## config.mk

```make
export PLATFORM = sky130hd
export DESIGN_NAME = bubble_queue
export DESIGN_NICKNAME = d
export VERILOG_FILES = /design/src/rtl/bq_pkg.sv /design/src/rtl/bq_rst_sync.sv /design/src/rtl/bq_newest_find.sv /design/src/rtl/bq_stage.sv /design/src/rtl/bubble_queue.sv
export SDC_FILE = /design/constraint.sdc
export NUM_CORES = 1
export LEC_CHECK = 0
export BUFFER_PORTS_ARGS = -buffer_cell sky130_fd_sc_hd__buf_4
export CORE_MARGIN = 5
export CORE_UTILIZATION = 55
export DETAILED_ROUTE_END_ITERATION = 16
export PLACE_DENSITY_LB_ADDON = 0.08
export SLEW_MARGIN = 15
export SYNTH_ARGS = -nofsm -noshare
export SYNTH_HDL_FRONTEND = slang
export SYNTH_SLANG_ARGS = --single-unit
```

## constraint.sdc

```tcl
create_clock -name clk -period 2.4 [get_ports clk]
set_input_delay 0.24 -clock clk [delete_from_list [all_inputs] [get_ports clk]]
set_output_delay 0.24 -clock clk [all_outputs]
set_load 0.03 [all_outputs]
```

## src/rtl/bq_pkg.sv

```systemverilog
package bq_pkg;
  localparam int unsigned BQ_WORD_W = 8;
  localparam int unsigned BQ_STAGES = 8;
  localparam int unsigned BQ_SYNC_FF = 2;
endpackage

```

## src/rtl/bq_rst_sync.sv

```systemverilog
module bq_rst_sync #(
  parameter int unsigned NFF = bq_pkg::BQ_SYNC_FF
) (
  input  logic clk,
  input  logic rst_n_in,
  output logic rst_n_out
);
  logic [NFF-1:0] chain_q;

  always_ff @(posedge clk or negedge rst_n_in) begin
    if (!rst_n_in) chain_q <= '0;
    else           chain_q <= {chain_q[NFF-2:0], 1'b1};
  end

  assign rst_n_out = chain_q[NFF-1];
endmodule

```

## src/rtl/bq_newest_find.sv

```systemverilog
module bq_newest_find #(
  parameter int unsigned DEPTH = bq_pkg::BQ_STAGES
) (
  input  logic             clk,
  input  logic             rst_n,
  input  logic [DEPTH-1:0] occ,
  output logic [DEPTH-1:0] newest
);
  logic [DEPTH:0] below;

  assign below[0] = 1'b0;
  for (genvar i = 0; i < DEPTH; i++) begin : g_scan
    assign below[i+1] = below[i] | occ[i];
    assign newest[i]  = occ[i] & ~below[i];
  end

  // erase never targets more than one stage
  p_single_target_r7: assert property (@(posedge clk) disable iff (!rst_n)
    $onehot0(newest));
  // a non-empty chain always yields a target
  p_target_exists_r7: assert property (@(posedge clk) disable iff (!rst_n)
    (|occ) |-> ($countones(newest) == 1));
endmodule

```

## src/rtl/bq_stage.sv

```systemverilog
module bq_stage #(
  parameter int unsigned W = bq_pkg::BQ_WORD_W
) (
  input  logic         clk,
  input  logic         rst_n,
  input  logic         clr,
  input  logic         load,
  input  logic [W-1:0] load_data,
  input  logic         up_occ,
  input  logic         up_kill,
  input  logic [W-1:0] up_data,
  input  logic         dn_occ,
  input  logic         kill,
  output logic         occ,
  output logic [W-1:0] data
);
  logic         occ_q, occ_d;
  logic [W-1:0] data_q, data_d;
  logic         data_en, move_in, move_out;

  always_comb begin
    move_in  = up_occ & ~occ_q;
    move_out = occ_q & ~dn_occ;
    if (clr) begin
      occ_d   = 1'b0;
      data_en = 1'b0;
    end else begin
      occ_d   = (occ_q & ~move_out & ~kill) | (move_in & ~up_kill) | load;
      data_en = (move_in & ~up_kill) | load;
    end
    data_d = load ? load_data : up_data;
  end

  always_ff @(posedge clk or negedge rst_n) begin
    if (!rst_n) begin
      occ_q  <= 1'b0;
      data_q <= '0;
    end else begin
      occ_q <= occ_d;
      if (data_en) data_q <= data_d;
    end
  end

  assign occ  = occ_q;
  assign data = data_q;

  // the top only loads a free input stage
  p_load_into_free_r5: assert property (@(posedge clk) disable iff (!rst_n)
    load |-> !occ_q);
  // a blocked word keeps its place and value
  p_blocked_hold_r4: assert property (@(posedge clk) disable iff (!rst_n)
    (occ_q && dn_occ && !kill && !clr) |=> (occ_q && $stable(data_q)));
  // a stage that hands its word forward frees itself
  p_handoff_frees_r2: assert property (@(posedge clk) disable iff (!rst_n)
    (occ_q && !dn_occ && !clr) |=> !occ_q);
endmodule

```

## src/rtl/bubble_queue.sv

```systemverilog
module bubble_queue #(
  parameter int unsigned WIDTH = bq_pkg::BQ_WORD_W,
  parameter int unsigned DEPTH = bq_pkg::BQ_STAGES
) (
  input  logic             clk,
  input  logic             rst_n,
  input  logic             push,
  input  logic [WIDTH-1:0] push_data,
  input  logic             advance,
  input  logic             erase,
  input  logic             clear,
  output logic [WIDTH-1:0] head_data,
  output logic             head_valid,
  output logic             full,
  output logic             empty
);
  localparam int unsigned LAST = DEPTH - 1;

  logic                       rst_sync_n;
  logic [DEPTH-1:0]           occ;
  logic [DEPTH-1:0][WIDTH-1:0] data;
  logic [DEPTH-1:0]           newest;
  logic [DEPTH-1:0]           kill;
  logic                       accept;

  bq_rst_sync u_rst_sync (
    .clk       (clk),
    .rst_n_in  (rst_n),
    .rst_n_out (rst_sync_n)
  );

  bq_newest_find #(.DEPTH(DEPTH)) u_find (
    .clk    (clk),
    .rst_n  (rst_sync_n),
    .occ    (occ),
    .newest (newest)
  );

  always_comb begin
    accept = push & ~occ[0];
    kill   = erase ? newest : '0;
    kill[LAST] = kill[LAST] | advance;
  end

  for (genvar i = 0; i < DEPTH; i++) begin : g_stage
    if (i == 0) begin : g_in
      bq_stage #(.W(WIDTH)) u_stage (
        .clk (clk), .rst_n (rst_sync_n), .clr (clear),
        .load (accept), .load_data (push_data),
        .up_occ (1'b0), .up_kill (1'b0), .up_data ('0),
        .dn_occ ((DEPTH == 1) ? 1'b1 : occ[(DEPTH == 1) ? 0 : 1]),
        .kill (kill[i]), .occ (occ[i]), .data (data[i])
      );
    end else begin : g_mid
      bq_stage #(.W(WIDTH)) u_stage (
        .clk (clk), .rst_n (rst_sync_n), .clr (clear),
        .load (1'b0), .load_data ('0),
        .up_occ (occ[i-1]), .up_kill (kill[i-1]), .up_data (data[i-1]),
        .dn_occ ((i == LAST) ? 1'b1 : occ[(i == LAST) ? i : i+1]),
        .kill (kill[i]), .occ (occ[i]), .data (data[i])
      );
    end
  end

  assign head_data  = data[LAST];
  assign head_valid = occ[LAST];
  assign full       = occ[0];
  assign empty      = ~|occ;

  // clear leaves nothing behind
  p_clear_empties_r8: assert property (@(posedge clk) disable iff (!rst_sync_n)
    clear |=> (empty && !full && !head_valid));
  // no head word on an empty queue
  p_empty_no_head_r10: assert property (@(posedge clk) disable iff (!rst_sync_n)
    !(empty && head_valid));
  // a held head without advance or erase stays put
  p_head_hold_r6: assert property (@(posedge clk) disable iff (!rst_sync_n)
    (head_valid && !advance && !erase && !clear) |=> (head_valid && $stable(head_data)));
endmodule

```

# Word level (Yosys, flattened, before mapping)
# Index checks and enable logic that the tools add are counted.
# word_totals
register_bits,74
latch_bits,0
mem_bits_rw,0
romBits,0
out_inout_bits,11
n_memories,0
# classes
add_sub_neg,0
n_mul,0
div_mod_pow,0
n_lt_le_gt_ge,0
eq_ne,0
shifts,0
muxes,18
bitwise,81
reduce_logical,2
# ops
op,count
bitwise AND 1 bit,37
NOT 1 bit,29
two-way mux 1 bit,16
two-way mux 8 bit,2
bitwise OR 1 bit,15
OR reduction 8 bit,1
logical NOT 1 bit,1

# Longest topological paths before layout
# logic_depth
word_depth,14
depth_mapped,5

# Cells and area by module
# From an unflattened synthesis, not the netlist that was laid out.
# hier_totals
cells_unflattened,268
hier_area_um2,3936.3
# by_module_without_submodules
mod,n_inst,cells_each,area_per_inst_um2,seq_area_each_um2
bq_stage,8,30,464.2,225.2
bubble_queue,1,14,85.1,0.0
bq_newest_find,1,11,83.8,0.0
bq_rst_sync,1,3,53.8,50.0

# Least setup slack after synthesis
# No wires, ideal clock.
# synth_timing
path_kind,flip-flop to flip-flop
startpoint,reg g_stage[0].g_in.u_stage.occ_q
endpoint,reg g_stage[6].g_mid.u_stage.data_q[0]
arrival_time_ns,1.879
t_required_ns,2.275
setup_slack_ns,0.396
stages_incl_launch_ff,6
n_path_buf,2
period_less_slack_ns,2.004
cell_sequence,dfrtp_1 -> or4b_1 -> buf_6 -> o31a_1 -> buf_6 -> mux2_4
# synth_via
elab_chain_len,10
# synth_rtl
item,line_no,text
start: declaration,bq_stage.sv:17,"logic occ_q, occ_d;"
start signal: assignment,bq_stage.sv:36,occ_q <= 1'b0;
start signal: assignment,bq_stage.sv:39,occ_q <= occ_d;
bitwise OR 1 bit (4 in a row),bq_newest_find.sv:13,assign below[i+1] = below[i] | occ[i];
NOT 1 bit,bq_newest_find.sv:14,assign newest[i] = occ[i] & ~below[i];
bitwise AND 1 bit,bq_newest_find.sv:14,
two-way mux 8 bit,bubble_queue.sv:41,kill = erase ? newest : '0;
NOT 1 bit,bq_stage.sv:29,data_en = (move_in & ~up_kill) | load;
bitwise AND 1 bit,bq_stage.sv:29,
two-way mux 1 bit,bq_stage.sv:24,if (clr) begin
end signal: assignment,bq_stage.sv:40,if (data_en) data_q <= data_d;
end: declaration,bq_stage.sv:18,"logic [W-1:0] data_q, data_d;"
# No other way between the ends.
# A chain may end at the register's enable or synchronous reset.

# Worst setup path after layout
# layout_timing
startpoint,reg g_stage[1].g_mid.u_stage.occ_q
endpoint,reg g_stage[6].g_mid.u_stage.data_q[3]
# layout_via
elab_chain_len,10
# layout_rtl
item,line_no
start: declaration,bq_stage.sv:17
start signal: assignment,bq_stage.sv:36
start signal: assignment,bq_stage.sv:39
bitwise OR 1 bit (4 in a row),bq_newest_find.sv:13
NOT 1 bit,bq_newest_find.sv:14
bitwise AND 1 bit,bq_newest_find.sv:14
two-way mux 8 bit,bubble_queue.sv:41
NOT 1 bit,bq_stage.sv:29
bitwise AND 1 bit,bq_stage.sv:29
two-way mux 1 bit,bq_stage.sv:24
# No other way between the ends.

==> impl_metrics.toml <==
[sta]
rsz0062_at_grt = "false"
hold_ws_ns = 0.0862
hold_viol_final = 0
tns_ns = 0
slew_headroom_pct = 56.4
min_period_ns = 2.15
clock_skew_ns = 0.00584
setup_violations = 0
maxSlewViolCount = 0
tightest_slew_ns = 0.651
finalCritPeriodShare_pct = 89.4
fmax_mhz = 466
timing.final.ws_setup_ns = 0.254

[floorplan]
dieArea_um2 = 7050
die_x_um = 83.9
initial_core_util_pct = 55.6
ios = 25
die_y_um = 83.9
rows = 27
coreArea_um2 = 5410

[place]
pre_cts_ws_ns = 0.245
place_hpwl_um = 3120
gp_congestion = 0.765
io_buffers = 24

[synth]
synthTopCellsByCount = "dfrtp_1, mux2_2, buf_4, mux2_4"
synth-adder-area-share_pct = 0
syn_area_per_cell_um2 = 15.1
synth-seq-cells = 74
synth_area_leader_cell = "dfrtp_1"
syn-num-nets = 213
synth_compound_area_share_pct = 2.91
synth-warning-count = 0
synthMostInstantiatedCell = "dfrtp_1"
synthesis.area_um2 = 3010
postSynth.asyncResetShare_pct = 100
synth_top_family_by_area = "multiplexers"
synth_mux_area_share_pct = 25.7
synth_xor_area_share_pct = 0
synth_area_leaders = "dfrtp_1, mux2_2, mux2_4"
synth-simple-area-share_pct = 6.03
netlist_instances = 199
synth_top_area_share_pct = 61.6
synthFlopType = "dfrtp_1"
synth.distinct_cells = 29
yosysSeqAreaShare_pct = 61.6
synth_edf_count = 0

[critical_path]
cp_slowest_cell = "or4b_1"
r2r-end = "g_stage[6].g_mid.u_stage.data[3]"
end_kind = "flip-flop"
cp.depth = 3
cp_top_family = "simple AND/OR/NAND/NOR gates"
r2r-start = "g_stage[1].g_mid.u_stage.occ"
r2r_slack_ns = 0.25
crit_type = "flip-flop to flip-flop"
worst-path-buf-inv = 0
cpPeakStageDelay_ns = 0.74
r2r_cells = 3
worstSetupStartpoint = "g_stage[1].g_mid.u_stage.occ"
crit_required_ns = 2.62
arrival_ns = 2.37
critPathLaunchType = "flip-flop"
crit_path_cell_trace = "or4b_1 -> o31a_1 -> mux2_4"
cp_max_fo = 9
critPathCapture = "g_stage[6].g_mid.u_stage.data[3]"

[layout]
n_antenna_cell = 0
area_growth_pct = 14.4
multi_input_area_um2 = 1050
n_fill_cell = 429
nNetsFinal = 237
regArea_um2 = 1850
final_layout_size_suffix_gt1_share_pct = 49.1

[global_route]
grt_pass1_wl_um = 7960
grt_max_degree = 73
grt_pass1_vias = 1749
grt.overflow.total = 0
grt_use_total_pct = 14.3
grt_antenna_before_repair = 0

[route]
vias = 1587
final_antenna_net_count = 0
wire_per_inst_um = 14.9
drt_pass1_iterations = 4
vias_per_cell = 5.29
route.detailed.drc = 0
drt_iter0_drc = 52
drt_wl_total_um = 4470

[clocking]
cts_buffers = 9
clk_pin_slew_ns = 0.07
worstSkewPairLatency_ns = 0.33
cts_root_buffer = "clkbuf_8"
cts_tree = "done"
cts.sink_count = 74
cts_buffer_depth = 2
htree_levels = 3

[run]
cap_violations = 0

[pwr]
vdd_ir_drop_max_mv = 0.469
leakage_nw = 1.68
p_per_area_nw_per_um2 = 769

[min_path]
hold_class = "input port to flip-flop"

[status]
status = "finished clean"
[how the worst min path moves through the flow]
stage,endpoint,depth (start not counted),slack (ns),from
2_1_floorplan,u_rst_sync.chain_q[0],0,-0.06,rst_n
3_3_place_gp,u_rst_sync.chain_q[0],1,0.02,rst_n
3_5_place_dp,u_rst_sync.chain_q[0],1,0.02,rst_n
4_1_cts,g_stage[7].g_mid.u_stage.occ,2,0.07,advance
5_1_grt,g_stage[7].g_mid.u_stage.occ,2,0.08,advance
6_report,g_stage[7].g_mid.u_stage.occ,2,0.09,advance
[kinds of logic after synthesis]
family / count (synthesis)
DFF: 74
muxes: 66
and+or+nand+nor: 30
buffers and inverters: 17
AOI/OAI and AO/OA: 11
other: 1
[cell usage in the layout, fill, tap and decap left out, drive strengths merged, types with 2 or more instances in the layout]
cell type	count
dfrtp	74
mux2	66
buf	27
clkbuf	11
nor3b	5
a21oi	4
nand3	4
nand2	4
nor3	3
nand2b	3
nor2	3
nand3b	2
inv	2
clkinv	2
bufinv	2
o21ai	2
[sequential cells by signal (all words and copies together) (netlist names)]
signal,cells
u_rst_sync.chain_q,2
g_stage.g_in.u_stage.data,8
g_stage.g_mid.u_stage.data,56
g_stage.g_mid.u_stage.occ,7
g_stage.g_in.u_stage.occ,1
[worst reg2reg max path, delay by kind of cell (launching register included)]
| kind | cells | cell delay [ns] |
|---|---|---|
| mux | 1 | 0.36 |
| flops | 1 | 0.44 |
| simple gates | 1 | 0.74 |
| compound gates | 1 | 0.50 |
[power by group]
| part | total [W] | switching, W | internal, W |
|---|---|---|---|
| Clock | 0.00104 | 0.000432 | 0.000611 |
| Combinational | 0.000187 | 0.0000742 | 0.000113 |
| Sequential | 0.00142 | 0.0000571 | 0.00136 |
| Total | 0.00265 | 0.000563 | 0.00208 |
[metrics by stage]
step                      util [%]  total power, W  std cells  instance area (µm²)
after global routing          63.7         0.00276        300                 3440
after detailed placement      59.4         0.00163        283                 3210
final                         63.7         0.00265        300                 3440
after CTS                     63.7         0.00268        300                 3440
after global placement        59.4         0.00162        283                 3210
after floorplan                  -         0.00157        199                 3010
[area by class of cell]
class | count | area share (%)
Timing Repair Buffer | 28 | 6.55
Inverter | 2 | 0.218
Clock buffer | 11 | 4.11
Tap cell | 72 | 2.62
Sequential cell | 74 | 53.9
Multi-Input combinational cell | 108 | 30.4
Clock inverter | 5 | 2.25
[routing by layer]
layer  GRT usage [%]  routed length (µm)  up-vias  share of wire [%]
met2            22.8                2230       35                 50
met5               0                   0        -                  0
met1            17.1                1960      804                 44
met4            9.06                  75        0                1.7
met3            3.75                 200        5                4.5
li1                -                   -      743                  -
[what timing repair did]
item | 4_1_cts | 5_1_grt
buffers inserted | 0 | 0
endpoints found under the setup margin | 0 | 0
hold buffers | 1 | 0
hold endpoints to repair | 2 | 0
resized for setup | 0 | 0
Note: power is estimated with default switching activity, not from simulation.
